===== src/rtl/adcmon_pkg.sv =====
package adcmon_pkg;
  localparam int unsigned CODE_W = 16;

  localparam logic [7:0] A_STAT_LO = 8'h00;
  localparam logic [7:0] A_CLR_LO  = 8'h01;
  localparam logic [7:0] A_STAT_HI = 8'h02;
  localparam logic [7:0] A_CLR_HI  = 8'h03;
  localparam logic [7:0] A_HS      = 8'h04;
  localparam logic [7:0] A_CTL     = 8'h10;
  localparam logic [7:0] A_MEAS    = 8'h11;
  localparam logic [7:0] A_TLO_L   = 8'h12;
  localparam logic [7:0] A_TLO_H   = 8'h13;
  localparam logic [7:0] A_THI_L   = 8'h14;
  localparam logic [7:0] A_THI_H   = 8'h15;
  localparam logic [7:0] A_INT_L   = 8'h16;
  localparam logic [7:0] A_INT_H   = 8'h17;
  localparam logic [7:0] A_EN      = 8'h18;
  localparam logic [7:0] A_REQ     = 8'h19;
  localparam logic [7:0] A_DATA    = 8'h20;

  localparam logic [15:0] IVL0_MS = 16'd50;
  localparam logic [15:0] IVL1_MS = 16'd100;
  localparam logic [15:0] IVL2_MS = 16'd1000;

  typedef struct packed {
    logic              meas_en;
    logic              hi_en;
    logic              lo_en;
    logic [1:0]        isel;
    logic [CODE_W-1:0] thr_lo;
    logic [CODE_W-1:0] thr_hi;
    logic [15:0]       prog_ms;
  } slot_cfg_t;
endpackage


===== src/rtl/adcmon_tick.sv =====
module adcmon_tick #(
  parameter int unsigned TICK_CYC = 50000
) (
  input  logic clk_i,
  input  logic rst_ni,
  output logic tick_o
);
  localparam int unsigned CW = (TICK_CYC > 1) ? $clog2(TICK_CYC) : 1;
  localparam logic [CW-1:0] LAST = CW'(TICK_CYC - 1);

  logic [CW-1:0] cnt_q;

  assign tick_o = (cnt_q == LAST);

  always_ff @(posedge clk_i or negedge rst_ni) begin
    if (!rst_ni)     cnt_q <= '0;
    else if (tick_o) cnt_q <= '0;
    else             cnt_q <= cnt_q + 1'b1;
  end
endmodule


===== src/rtl/adcmon_slot.sv =====
module adcmon_slot
  import adcmon_pkg::*;
(
  input  logic              clk_i,
  input  logic              rst_ni,
  input  logic              ms_tick_i,
  input  logic              commit_i,
  input  slot_cfg_t         cfg_i,
  input  logic              smp_i,
  input  logic [CODE_W-1:0] smp_data_i,
  output logic [CODE_W-1:0] result_o,
  output logic              lo_hit_o,
  output logic              hi_hit_o
);
  slot_cfg_t   cfg_q;
  logic [15:0] ms_cnt_q;
  logic [15:0] lim;
  logic        due_q;
  logic        take;

  always_comb begin
    unique case (cfg_q.isel)
      2'd0:    lim = IVL0_MS;
      2'd1:    lim = IVL1_MS;
      2'd2:    lim = IVL2_MS;
      default: lim = (cfg_q.prog_ms == 16'd0) ? 16'd1 : cfg_q.prog_ms;
    endcase
  end

  assign take     = smp_i & due_q & cfg_q.meas_en;
  assign lo_hit_o = take & cfg_q.lo_en & (smp_data_i < cfg_q.thr_lo);
  assign hi_hit_o = take & cfg_q.hi_en & (smp_data_i > cfg_q.thr_hi);

  always_ff @(posedge clk_i or negedge rst_ni) begin
    if (!rst_ni) begin
      cfg_q    <= '0;
      ms_cnt_q <= '0;
      due_q    <= 1'b0;
    end else if (commit_i) begin
      cfg_q    <= cfg_i;
      ms_cnt_q <= '0;
      due_q    <= 1'b0;
    end else begin
      if (cfg_q.meas_en && ms_tick_i) begin
        if (ms_cnt_q >= lim - 16'd1) begin
          due_q    <= 1'b1;
          ms_cnt_q <= '0;
        end else begin
          ms_cnt_q <= ms_cnt_q + 16'd1;
        end
      end
      if (take) due_q <= 1'b0;
    end
  end

  always_ff @(posedge clk_i or negedge rst_ni) begin
    if (!rst_ni)   result_o <= '0;
    else if (take) result_o <= smp_data_i;
  end
endmodule


===== src/rtl/adc_thr_mon.sv =====
module adc_thr_mon
  import adcmon_pkg::*;
#(
  parameter int unsigned NUM_CH   = 8,
  parameter int unsigned TICK_CYC = 50000,
  localparam int unsigned CH_W    = (NUM_CH > 1) ? $clog2(NUM_CH) : 1
) (
  input  logic              clk_i,
  input  logic              rst_ni,
  input  logic [7:0]        addr_i,
  input  logic              we_i,
  input  logic [7:0]        wdata_i,
  output logic [7:0]        rdata_o,
  input  logic              adc_valid_i,
  input  logic [CH_W-1:0]   adc_ch_i,
  input  logic [CODE_W-1:0] adc_data_i,
  output logic              irq_o
);
  localparam logic [7:0] DATA_END = A_DATA + 8'(2 * NUM_CH);

  logic [7:0]  ctl_q, meas_q, en_q;
  logic [15:0] tlo_q, thi_q, int_q;
  logic        hs_q;
  logic [NUM_CH-1:0] stat_lo_q, stat_hi_q, hit_lo, hit_hi, clr_lo, clr_hi, commit;
  logic [CODE_W-1:0] res [NUM_CH];
  logic        ms_tick, req, acc;
  slot_cfg_t   win_cfg;
  logic [7:0]  doff;
  logic [CH_W-1:0] ridx;

  assign req = we_i && (addr_i == A_REQ) && wdata_i[7];
  assign acc = req && en_q[7] && hs_q;

  assign win_cfg = '{meas_en: meas_q[7], hi_en: meas_q[1], lo_en: meas_q[0],
                     isel: ctl_q[3:2], thr_lo: tlo_q, thr_hi: thi_q, prog_ms: int_q};

  adcmon_tick #(.TICK_CYC(TICK_CYC)) u_tick (
    .clk_i (clk_i),
    .rst_ni(rst_ni),
    .tick_o(ms_tick)
  );

  for (genvar i = 0; i < NUM_CH; i++) begin : g_slot
    assign commit[i] = acc && (ctl_q[7:5] == 3'(i));
    adcmon_slot u_slot (
      .clk_i     (clk_i),
      .rst_ni    (rst_ni),
      .ms_tick_i (ms_tick),
      .commit_i  (commit[i]),
      .cfg_i     (win_cfg),
      .smp_i     (adc_valid_i && (adc_ch_i == CH_W'(i))),
      .smp_data_i(adc_data_i),
      .result_o  (res[i]),
      .lo_hit_o  (hit_lo[i]),
      .hi_hit_o  (hit_hi[i])
    );
  end

  always_ff @(posedge clk_i or negedge rst_ni) begin
    if (!rst_ni) begin
      ctl_q <= '0; meas_q <= '0; en_q <= '0;
      tlo_q <= '0; thi_q  <= '0; int_q <= '0;
      hs_q  <= 1'b0;
    end else begin
      if (we_i) begin
        unique case (addr_i)
          A_CTL:   ctl_q        <= wdata_i;
          A_MEAS:  meas_q       <= wdata_i;
          A_TLO_L: tlo_q[7:0]   <= wdata_i;
          A_TLO_H: tlo_q[15:8]  <= wdata_i;
          A_THI_L: thi_q[7:0]   <= wdata_i;
          A_THI_H: thi_q[15:8]  <= wdata_i;
          A_INT_L: int_q[7:0]   <= wdata_i;
          A_INT_H: int_q[15:8]  <= wdata_i;
          A_EN:    en_q         <= wdata_i;
          default: ;
        endcase
      end
      if (acc)                          hs_q <= 1'b0;
      else if (we_i && addr_i == A_HS)  hs_q <= wdata_i[0];
    end
  end

  // set wins over a clear in the same cycle
  assign clr_lo = (we_i && addr_i == A_CLR_LO) ? wdata_i[NUM_CH-1:0] : '0;
  assign clr_hi = (we_i && addr_i == A_CLR_HI) ? wdata_i[NUM_CH-1:0] : '0;

  always_ff @(posedge clk_i or negedge rst_ni) begin
    if (!rst_ni) begin
      stat_lo_q <= '0;
      stat_hi_q <= '0;
    end else begin
      stat_lo_q <= (stat_lo_q & ~clr_lo) | hit_lo;
      stat_hi_q <= (stat_hi_q & ~clr_hi) | hit_hi;
    end
  end

  assign irq_o = (|stat_lo_q) | (|stat_hi_q);

  assign doff = addr_i - A_DATA;
  assign ridx = doff[CH_W:1];

  always_comb begin
    rdata_o = '0;
    if (addr_i >= A_DATA && addr_i < DATA_END) begin
      rdata_o = addr_i[0] ? res[ridx][15:8] : res[ridx][7:0];
    end else begin
      unique case (addr_i)
        A_STAT_LO, A_CLR_LO: rdata_o = 8'(stat_lo_q);
        A_STAT_HI, A_CLR_HI: rdata_o = 8'(stat_hi_q);
        A_HS:    rdata_o = {7'd0, hs_q};
        A_CTL:   rdata_o = ctl_q;
        A_MEAS:  rdata_o = meas_q;
        A_TLO_L: rdata_o = tlo_q[7:0];
        A_TLO_H: rdata_o = tlo_q[15:8];
        A_THI_L: rdata_o = thi_q[7:0];
        A_THI_H: rdata_o = thi_q[15:8];
        A_INT_L: rdata_o = int_q[7:0];
        A_INT_H: rdata_o = int_q[15:8];
        A_EN:    rdata_o = en_q;
        default: rdata_o = '0;
      endcase
    end
  end
endmodule


===== config.mk =====
export PLATFORM = sky130hd
export DESIGN_NAME = adc_thr_mon
export DESIGN_NICKNAME = d
export VERILOG_FILES = /design/src/rtl/adcmon_pkg.sv /design/src/rtl/adcmon_tick.sv /design/src/rtl/adcmon_slot.sv /design/src/rtl/adc_thr_mon.sv
export SDC_FILE = /design/constraint.sdc
export NUM_CORES = 2
export LEC_CHECK = 0
export BUFFER_PORTS_ARGS = -buffer_cell sky130_fd_sc_hd__buf_2
export CAP_MARGIN = 20
export CORE_MARGIN = 2
export CORE_UTILIZATION = 54
export DETAILED_ROUTE_END_ITERATION = 8
export PLACE_DENSITY_LB_ADDON = 0.08
export SLEW_MARGIN = 20
export SYNTH_ARGS = -nofsm -noshare
export SYNTH_HDL_FRONTEND = slang
export SYNTH_SLANG_ARGS = --single-unit

===== constraint.sdc =====
create_clock -name clk_i -period 10.75 [get_ports clk_i]
set_input_delay 1.075 -clock clk_i [delete_from_list [all_inputs] [get_ports clk_i]]
set_output_delay 1.075 -clock clk_i [all_outputs]
set_load 0.005 [all_outputs]

======== Word level (Yosys, flattened, before mapping) ========
Index checks and enable logic that the tools add are counted.
word-level totals
  word-level logic and storage cells ...... 419
  register bits ........................... 793
  output and inout port bits .............. 9
  input bits .............................. 39
operators by class
  equal/unequal tests ..................... 45
  bitwise operators ....................... 56
  mux-type cells .......................... 83
  add/subtract/negate cells ............... 18
  magnitude comparators ................... 27
  reduce and logical (&&, ||, !) cells .... 97
operators with widths
  operator                                            number
  2-to-1 mux 16 bit                                   35
  one-hot mux 16 bit (3 select lines)                 8
  adder 16 x 1 -> 16 bit, second input constant       9
  >= comparator 16 bit                                8
  > comparator 16 bit                                 8
  logical NOT 16 bit                                  8
  less-than comparator 16 bit                         8
  subtractor 16 x 1 -> 16 bit, second input constant  8
  one-hot mux 8 bit (12 select lines)                 1
  == test 8 x 5 -> 1 bit, second input constant       10
  bitwise AND 1 bit                                   48
  binary-select mux 16 bit (select 3 bit)             1
  nonzero test 3 bit                                  16
  2-to-1 mux 1 bit                                    34
  AND reduction 2 bit                                 17
  logical AND 1 bit                                   32
  2-to-1 mux 8 bit                                    4
  == test 3 bit, second input constant                8
  nonzero test 2 bit                                  9
  bitwise AND 8 bit                                   2
  == test 16 bit, second input constant               1
  == test 2 x 1 -> 1 bit, second input constant       8
  == test 2 bit, second input constant                8
  == test 8 x 2 -> 1 bit, second input constant       2
  17 further kinds                                    33

======== Depth between registers and ports, before layout ========
  depth after elaboration ................. 9
  gate-level depth with buffers ........... 20
  depth with buffers taken out ............ 18

======== Modules after synthesis ========
From an unflattened synthesis, not the netlist that was laid out.
second synthesis, totals
  cells, all modules ...................... 4600
  area, all modules ....................... 46372.0 um^2
by module, submodules not included
  module                               cells each  sequential area each (um^2)  instances  area an instance (um^2)
  adcmon_slot at g_slot[0].u_slot ...  503         2152.1                       6          4997.3
  adcmon_slot at g_slot[2].u_slot ...  496         2152.1                       2          5014.8
  adc_thr_mon                          519         2227.1                       1          5596.6
  adcmon_tick                          71          400.4                        1          762.0

======== Worst setup path after synthesis ========
Ideal clock, no wire load.
  path kind ............................... reg2reg
  from .................................... register g_slot[6].u_slot.cfg_q[3] (netlist name)
  to ...................................... register g_slot[6].u_slot.due_q
  path slack .............................. 6529 ps
  arrival ................................. 4134 ps
  period minus slack after synthesis ...... 4221 ps
  path buffers ............................ 1
  data required time ...................... 10663 ps
  stages on the path, launching flop included .. 18
  library setup time ...................... 87 ps
  cells stage by stage .................... dfrtp_1 or3_1 or4b_1 nor4_2 o21ai_0 ha_1 nand2_1 or4_1 nor2_1 nand2_1 mux2_2 ha_1 and4_1 nand2_1 o31ai_1 clkbuf_1 a31oi_1 nor3_1
on the way
  cells in the longest elaborated chain, start to end .. 7
ends and longest elaborated chain
  element                                   RTL line           text
  start: declaration                        adcmon_slot.sv:15  slot_cfg_t cfg_q;
  start signal: assignment                  adcmon_slot.sv:40  cfg_q <= cfg_i;
  logical NOT 16 bit                        adcmon_slot.sv:26  default: lim = (cfg_q.prog_ms == 16'd0) ? 16'd1 : cfg_q.prog_ms;
  2-to-1 mux 16 bit (*)                     adcmon_slot.sv:26
  one-hot mux 16 bit (3 select lines) (*)   adcmon_slot.sv:22  unique case (cfg_q.isel)
  subtractor 16 x 1 -> 16 bit (*)           adcmon_slot.sv:45  if (ms_cnt_q >= lim - 16'd1) begin
  >= comparator 16 bit (*)                  adcmon_slot.sv:45
  nonzero test 3 bit (no source line) (*)   n/a
  AND reduction 2 bit (no source line) (*)  n/a
  end signal: assignment                    adcmon_slot.sv:42  due_q <= 1'b0;
  end signal: assignment                    adcmon_slot.sv:46  due_q <= 1'b1;
  end signal: assignment                    adcmon_slot.sv:52  if (take) due_q <= 1'b0;
  end: declaration                          adcmon_slot.sv:18  logic due_q;
Every way passes the cells marked *; elsewhere a longest branch is shown, timed or not.
A chain may end at the register's enable or synchronous reset.

======== Worst setup path in the final report ========
  from .................................... register g_slot[5].u_slot.cfg_q[7] (netlist name)
  to ...................................... register g_slot[5].u_slot.ms_cnt_q[7]
on the way
  cells in the longest elaborated chain, start to end .. 8
ends and longest elaborated chain
  element                                  RTL line           text
  start: declaration                       adcmon_slot.sv:15
  start signal: assignment                 adcmon_slot.sv:40
  logical NOT 16 bit                       adcmon_slot.sv:26
  2-to-1 mux 16 bit (*)                    adcmon_slot.sv:26
  one-hot mux 16 bit (3 select lines) (*)  adcmon_slot.sv:22
  subtractor 16 x 1 -> 16 bit (*)          adcmon_slot.sv:45
  >= comparator 16 bit (*)                 adcmon_slot.sv:45
  2-to-1 mux 16 bit (*)                    adcmon_slot.sv:45
  2-to-1 mux 16 bit (*)                    adcmon_slot.sv:44  if (cfg_q.meas_en && ms_tick_i) begin
  2-to-1 mux 16 bit (*)                    adcmon_slot.sv:39  end else if (commit_i) begin
  end signal: assignment                   adcmon_slot.sv:49  ms_cnt_q <= ms_cnt_q + 16'd1;
  end: declaration                         adcmon_slot.sv:16  logic [15:0] ms_cnt_q;
Every way passes the cells marked *; elsewhere a longest branch is shown, timed or not. The select of a mux whose other input is x is not followed.

==> flow_summary.toml <==
[sta]
rsz0062_at_grt = "no"
worst_pin_slew_ns = 1.14
slew_headroom = 0.234
hold_viol = 0
fin_crit_sh = 0.481
fin_crit_ns = 5.18
tns_ns = 0
fmax_mhz = 193
slew_viol_final = 0
finClkSkew_ns = 0.0523
setup_viol = 0

[critical_path]
worst_path_largest_cell_delay_ns = 0.58
crit_slowest_cell = "nand4_1"
cp.arrival_ns = 5.72
critPathKind = "flop to flop"
regToRegSetupSlack_ns = 5.57
critPathRequiredTime_ns = 11.30
rr_worst_depth = 15
crit_path_cell_trace = "nor3_1 -> nand4_1 -> nor4_1 -> o21ai_0 -> ha_1 -> nand2_1 -> mux2_2 -> a221oi_1 -> ha_1 -> nand2_1 -> nor2_1 -> a2111oi_0 -> a211o_1 -> nand4_1 -> o31ai_1"
endpoint_kind = "flop"
startpoint_type = "flop"
worstReg2RegStart = "g_slot[5].u_slot.cfg_q[7]"
r2r_end = "g_slot[5].u_slot.ms_cnt_q[7]"
critPathMaxFanout = 18

[floorplanning]
start_util = 0.544
die_w_um = 299
core_mm2 = 0.0865
pin_count = 48
rows = 108
die_h_um = 299
die_area_mm2 = 0.0895

[placement]
io_buffers = 47
hpwl_mm = 87.4
placed_cell_area_mm2 = 0.0482
place_congestion = 0.918

[synthesis]
yosys_warnings = 0
async_flop_share = 1.00
seq_area_frac_synth = 0.422
avgSynthCellArea_um2 = 9.40
synth-edff-count = 0
syn_area_mm2 = 0.0470
synthCells = 5003
synth_fp_nets = 5467
synth_flop_cell = "dfrtp_1"
synth-seq-cells = 793
ys_types = 84

[pwr]
p_per_area_mw_per_mm2 = 126
p_leak_nw = 25.3
irDropWorstVdd_uv = 132

[clock_tree]
cts_inserted_buffers = 90
cts_hold_buffers = 0
ctsLongestPathBuffers = 3
cts_sinks = 793
clk_transition_reported_paths_ns = 0.06
htreeDepth = 3
cts_setup_buffers = 0
cts_tree = "built"
cts_resized = 0
clk_latency_ns = 0.69
cts-root-buf = "clkbuf_16"

[routing]
wl_per_cell_um = 21.5
via_count = 36600
viasPerCell = 5.93
drc_errors = 0
drtIter0Drc = 2799
routed_wl_mm = 133
antenna_left = 0
dr.pass1.iters = 5

[grt]
grt_use_met3 = 0.0368
first_global_vias = 35800
grt_max_degree = 169
grt_usage = 0.299
grt_busiest_layer = "met2"
grtUsageMet2 = 0.495
antenna_found_initial = 5
grtUsageMet1 = 0.409
grt_pass1_wl_mm = 208
overflow = 0

[final_layout]
area_delta_synth_final_pct = 9.02
nets = 5410
drive_gt1_frac = 0.122
fin_area_mm2 = 0.0513

[status]
status = "completed"

[run]
cap_viol_max_count = 0

[min_path]
hold_class = "input pin to asynchronous set/reset pin"
[flip-flops by register name, summed over array words and instances (netlist names)]
name	flops
ctl_q	8
en_q	8
g_slot.u_slot.cfg_q	424
g_slot.u_slot.due_q	8
g_slot.u_slot.ms_cnt_q	128
g_slot.u_slot.result_o	128
hs_q	1
int_q	16
meas_q	8
stat_hi_q	8
stat_lo_q	8
thi_q	16
tlo_q	16
u_tick.cnt_q	16
[report_power, final]
part | total [mW] | internal [mW] | leakage (nW) | switching, mW
combinational | 0.247 | 0.0684 | 14.3 | 0.178
sequential | 3.07 | 3.00 | 9.54 | 0.0672
clock | 3.14 | 1.82 | 1.50 | 1.33
[cell usage after synthesis (37+ instances only)]
cell type	instances	area share
or3_1	38	0.0051
dfrtp_1	793	0.42
ha_1	425	0.11
nor2b_1	48	0.0064
xor2_1	66	0.012
mux2_2	258	0.062
mux4_2	37	0.018
nand3_1	140	0.015
and3_1	41	0.0055
nor3_1	83	0.0088
inv_1	312	0.025
nor2_1	221	0.018
nand2_1	901	0.072
clkbuf_1	190	0.015
o21ai_0	420	0.045
nand4_1	115	0.015
a21oi_1	153	0.016
xnor2_1	58	0.011
mux2i_1	47	0.010
a21o_1	81	0.013
o211ai_1	43	0.0069
[worst max-delay path: cells and delay by family (launching register included)]
kind / cells / cell delay (ns)
AOI/OAI and AO/OA: 5 / 1.82
and+or+nand+nor: 7 / 1.85
DFF: 1 / 0.43
muxes: 1 / 0.34
adders and majority gates: 2 / 0.59
[placed cells by master (no fill, tap or decap), drive strengths merged, types with 41 or more instances in the layout]
cell / count
o211ai: 43
nand3: 140
xor2: 66
dfrtp: 793
and3: 41
o21ai: 421
ha: 425
a21o: 81
mux2: 258
nand4: 115
xnor2: 58
clkbuf: 125
nor2: 221
inv: 315
nor2b: 48
buf: 95
nor3: 84
mux2i: 47
a21oi: 153
nand2: 901
[per-layer routing]
metal,routed length [um],vias to the layer above
met4,4380,4
li1,-,17500
met3,6550,225
met1,59200,18100
met2,62400,851
met5,18,-
[kinds of logic after synthesis]
family / synth area share
simple gates: 0.182
compound gates: 0.124
flops: 0.422
buf+inv: 0.0463
fa+ha+maj: 0.113
mux: 0.0895
xor+xnor: 0.0231
[how the worst max path moves through the flow]
stage | startpoint | endpoint | slack [ns] | cells past startpoint
floorplan | g_slot[6].u_slot.cfg_q[3] | g_slot[6].u_slot.due_q | 6.53 | 17
global placement | g_slot[5].u_slot.cfg_q[7] | g_slot[5].u_slot.ms_cnt_q[3] | 5.75 | 15
CTS | g_slot[5].u_slot.cfg_q[7] | g_slot[5].u_slot.ms_cnt_q[7] | 5.61 | 15
detailed placement | g_slot[5].u_slot.cfg_q[7] | g_slot[5].u_slot.ms_cnt_q[10] | 5.62 | 15
finish | g_slot[5].u_slot.cfg_q[7] | g_slot[5].u_slot.ms_cnt_q[7] | 5.57 | 15
global route | g_slot[5].u_slot.cfg_q[7] | g_slot[5].u_slot.ms_cnt_q[6] | 5.04 | 17
[final cells by class]
class / count / area [um2]
antenna: 2 / 5.00
clock buffer: 125 / 2590
clock inverter: 37 / 442
fill: 7593 / 35200
inverter: 312 / 1170
multi-input combinational: 3654 / 25100
sequential: 793 / 19800
tap: 1155 / 1450
timing repair buffer: 95 / 653
[through the flow]
step           setup WS, ns  hold WS (ns)  total power, mW   util  cells
2_1_floorplan          6.53         0.425             3.18      -   5003
3_3_place_gp           5.75         0.445             3.37  0.557   6008
3_5_place_dp           5.62         0.448             3.37  0.558   6009
4_1_cts                5.61         0.400             6.53  0.593   6171
5_1_grt                5.04         0.434             6.66  0.593   6172
6_report               5.57         0.407             6.46  0.593   6173
Power figures use the tool's default switching activity.
